--- src/rtl/fib_iter.sv ---
module fib_iter #(
  parameter int IDX_W = 5,
  parameter int RES_W = 16
) (
  input  logic             clk,
  input  logic             rst_n,
  input  logic             start,
  input  logic [IDX_W-1:0] n_idx,
  output logic [RES_W-1:0] result,
  output logic             done
);

  typedef enum logic {ST_IDLE = 1'b0, ST_RUN = 1'b1} st_t;

  st_t              state;
  logic [IDX_W-1:0] count;
  logic [RES_W-1:0] acc_hi, acc_lo;
  logic             busy;
  logic             more;

  assign busy   = (state == ST_RUN);
  assign more   = (count > IDX_W'(1));
  assign done   = busy && !more;
  assign result = acc_hi;

  always_ff @(posedge clk or negedge rst_n) begin
    if (!rst_n) begin
      state  <= ST_IDLE;
      count  <= '0;
      acc_hi <= '0;
      acc_lo <= '0;
    end else begin
      case (state)
        ST_IDLE:
          if (start) begin
            count  <= n_idx;
            acc_hi <= RES_W'(1);
            acc_lo <= '0;
            state  <= ST_RUN;
          end
        ST_RUN:
          if (more) begin
            count  <= count - IDX_W'(1);
            acc_hi <= acc_hi + acc_lo;
            acc_lo <= acc_hi;
          end else begin
            state  <= ST_IDLE;
          end
        default: state <= ST_IDLE;
      endcase
    end
  end

endmodule

--- config.mk ---
export PLATFORM = sky130hd
export DESIGN_NAME = fib_iter
export DESIGN_NICKNAME = d
export VERILOG_FILES = /design/src/rtl/fib_iter.sv
export SDC_FILE = /design/constraint.sdc
export NUM_CORES = 1
export LEC_CHECK = 0
export BUFFER_PORTS_ARGS = -buffer_cell sky130_fd_sc_hd__buf_2
export CORE_MARGIN = 2
export CORE_UTILIZATION = 55
export DETAILED_ROUTE_END_ITERATION = 12
export MAX_ROUTING_LAYER = met4
export PLACE_DENSITY = 0.76
export SKIP_LAST_GASP = 1
export SLEW_MARGIN = 10
export SYNTH_ARGS = -nofsm -noshare
export SYNTH_HDL_FRONTEND = slang
export SYNTH_SLANG_ARGS = --single-unit
--- constraint.sdc ---
create_clock -name clk -period 3.7 [get_ports clk]
set_clock_uncertainty 0.05 [all_clocks]
set_input_delay 0.555 -clock clk [delete_from_list [all_inputs] [get_ports clk]]
set_output_delay 0.555 -clock clk [all_outputs]
set_load 0.005 [all_outputs]
### Word-level counts from Yosys, hierarchy flattened

Cells that the tools add are included.

| cells by class | value |
|---|---|
| $lt $le $gt $ge | 1 |
| bitwise logic cells | 1 |
| $add $sub $neg | 2 |
| reduce and logical (&&, ||, !) cells | 3 |
| muxes and demuxes | 12 |
| equality and inequality tests | 2 |

Operators by type and width:

| cell | number |
|---|---|
| two-way mux 16 bit | 4 |
| case mux 16 bit (2 select lines) | 2 |
| adder 16 bit | 1 |
| two-way mux 5 bit | 2 |
| case mux 5 bit (2 select lines) | 1 |
| > comparator 5 x 1 -> 1 bit (second input constant) | 1 |
| subtractor 5 x 1 -> 5 bit (second input constant) | 1 |
| two-way mux 1 bit | 2 |
| inequality test 2 x 1 -> 1 bit (second input constant) | 1 |
| inequality test 2 bit (second input constant) | 1 |
| case mux 1 bit (2 select lines) | 1 |
| AND reduction 2 bit | 1 |
| logical AND 1 bit | 1 |
| logical NOT 1 bit | 1 |
| NOT 1 bit | 1 |

| word-level totals | value |
|---|---|
| output and inout bits | 17 |
| bits of input ports | 8 |
| flip-flop bits (word level) | 38 |
| logic and storage cells | 25 |

### Depth between registers and ports, before layout

| logic depth | value |
|---|---|
| depth after elaboration | 3 |
| depth in mapped cells | 10 |

### Least setup slack after synthesis

Ideal clock, no wire load.

| path | value |
|---|---|
| kind | reg-to-reg |
| start | reg acc_hi[0] (netlist: result[0]) |
| end | reg acc_hi[8] (netlist: result[8]) |
| period minus slack after synthesis | 2232 ps |
| setup slack | 1468 ps |
| stages on the path, launching flop included | 11 |
| buffers on the path | 0 |
| data arrival time | 2060 ps |
| required time | 3528 ps |
| cells stage by stage | dfrtp_1 > ha_1 > inv_1 > fa_1 > nor2b_1 > o21ai_2 > a21boi_1 > o31ai_2 > a21boi_1 > or3_1 > a32o_1 |

| between the ends | value |
|---|---|
| word-level cells in the longest chain between the ends | 3 |

Ends and longest elaborated chain:

| item | RTL line | text |
|---|---|---|
| start, declared | 17 | `logic [RES_W-1:0] acc_hi, acc_lo;` |
| start signal, assigned | 44 | `acc_hi <= acc_hi + acc_lo;` |
| adder 16 bit | 44 |  |
| two-way mux 16 bit | 42 | `if (more) begin` |
| case mux 16 bit (2 select lines) | 33 | `case (state)` |

No other way between the ends. The select of a mux whose other input is x is not followed.
A chain may end at the register's enable or synchronous reset.

### Final worst setup path

Ends and elaborated chain as after synthesis.

==> metrics <==
Row Count=23; number of synthesized flops with an enable pin=0; vias in the first global route=1,627; CP required=about 3800 ps; Mapped Area=approximately 2200 um2; share of layout cells above drive strength 1=between 15 and 20%; Netlist cell types=45; CTS tree=built; post-detailed-route count of antenna-violating nets=0; maximum clock frequency=approximately 410 MHz; max-capacitance violation count=0; register area=951 um2; FFs w/ async S/R, synth=100%; width of the chip=approximately 68 um; antenna cell count=0; Post-CTS Setup Bufs=0; Main synth FF type=dfrtp_1; die span in y=~68 um; final cycle utilization of the critical path=~66%; HPWL Detailed=about 3.0 mm; Setup TNS=0 ps; Resize count post-CTS=0; Post-Syn Nets=251; synthesized instance count=between 200 and 250; DR vias=approximately 1,700; crit end category=flip-flop; gr ovfl total=0; first-pass GRT wire length=around 7 mm; Vias per Instance=between 5 and 6; die area=about 4600 um2; CP max FO=5; Worst Setup SP=result[0]; hold-fix buffer count after cts=0; max_slew headroom=about 45%; HP Class=input port to asynchronous set/reset pin; Tmin final=about 2400 ps; gpl congestion=about 0.83; pin count of the biggest net entering global routing=39; Clock Path Buffers=2; Fin. Hold Viols=0; FF+latch count, synth=38; CTS Buf Count=5; worst r2r src=result[0]; initial antenna violation count=0; P&R area growth vs syn=11.6%; drt first pass iters=4; leading post-synthesis cells by cell area=dfrtp_1 (43%), ha_1 (9.5%), a22o_1 (6.3%); CTS Root Cell=clkbuf_8; unrepaired setup endpoints after global routing=false; drt total wl=4.26 mm; Yosys top cell area share=approximately 43%; crit path DAT=around 2600 ps; status=complete, no violations; clk slew on worst S/H paths=70 ps; Synth top cells by count=dfrtp_1 (38), nand2_1 (23), ha_1 (17), a22o_1 (16), o21ai_0 (13); synth warn=0; Worst setup SP type=flip-flop; Starting DRT DRC Count=89; worst slew pin tran=about 830 ps; Clock Sinks=38; Yosys top cell by area=dfrtp_1; Seq/Total Area, Yosys=a little over two fifths; Setup CP Type=flip-flop to flip-flop; Final nets=about 280; Initial Utilization=a little under three fifths; r2r setup slk=around 1300 ps; overall routing resource usage=a little over a fifth; I/O pin cnt=25; port bufs=24; most common cell in the netlist=dfrtp_1; residual DRC count=0; multi-input logic area=1210 um2; worst-skew pair later-pin latency=between 200 and 300 ps; Syn Area/Cell=just under 10 um2; Pins Over Slew Limit=0; H-tree levels=2; # fillers=about 350; final setup violation count=0; routed len/inst=14.1 um; WHS=around 310 ps; Core Area=~4000 um2
[worst paths after layout]
check                                  to  cells after the start
worst max-delay path            result[8]                     10
worst min register to register  acc_lo[8]                      1
max in group asynchronous       acc_lo[8]                      1
worst max register to register  result[8]                     10
worst min-delay path            acc_lo[1]                      1
min in group clk                acc_lo[8]                      1
[cell type report]
type                       instances  share of cell area (%)
clock inverter                     1                   0.201
inverter                          11                    1.65
sequential                        38                    38.1
tap                               50                    2.51
multi-input combinational        169                    48.7
timing repair buffer              26                    5.41
clock buffer                       7                    3.46
[critical path, stage by stage (launching register included)]
cell and delay [ps]:
dfrtp_1 410, ha_1 220, inv_1 70, fa_1 200, nor2b_1 60, o21ai_2 130, a21boi_1 120, o31ai_2 370
a21boi_1 130, or3_1 320, a32o_1 240
[kinds of logic after synthesis]
family / count (synthesis) / synth area share, %
simple gates: 52 / 11.2
mux: 4 / 1.79
compound gates: 85 / 27.0
fa+ha+maj: 18 / 10.4
xor+xnor: 10 / 3.92
flops: 38 / 42.5
buf+inv: 18 / 3.19
[registers in the layout (all words and copies together), names as in the netlist]
register / cells
acc_lo: 16
result: 16
count: 5
busy: 1
[cells in the final DEF, fill, tap and decap left out, types with 2 or more instances in the layout]
| master | instances |
|---|---|
| buf_4 | 2 |
| clkbuf_8 | 6 |
| o221ai_1 | 2 |
| o211ai_1 | 2 |
| a21oi_1 | 12 |
| buf_2 | 24 |
| ha_1 | 17 |
| nor2b_1 | 6 |
| a21boi_1 | 2 |
| a22o_1 | 16 |
| mux2i_1 | 4 |
| xor2_1 | 3 |
| nand2_1 | 23 |
| inv_2 | 2 |
| o22ai_1 | 3 |
| dfrtp_1 | 38 |
| o21ai_0 | 13 |
| nand2b_1 | 2 |
| a21o_1 | 8 |
| inv_1 | 9 |
| nor3_1 | 4 |
| xnor2_1 | 7 |
| a211oi_1 | 5 |
| or3_1 | 4 |
| o21ai_1 | 6 |
| a21oi_2 | 2 |
| a32o_1 | 2 |
| nor2_1 | 8 |
[through the flow]
step                setup slack [ps]  area, um2  util, %  instances
floorplan                       1470       2240        -        225
global placement                1350       2400     61.0        294
detailed placement              1290       2400     61.0        294
CTS                             1260       2500     63.3        302
global route                    1060       2500     63.3        302
finish                          1250       2500     63.3        302
[metal layers]
metal | GRT usage [%] | vias to the layer above | wire, um
li1 | - | 882 | -
met5 | - | - | 0
met2 | 31.6 | 20 | 1960
met4 | 5.25 | 0 | 42
met1 | 28.8 | 822 | 2150
met3 | 5.17 | 5 | 119
Power is not shown: default switching activity piles up to over one toggle a cycle in this logic, so the estimate is an artifact.
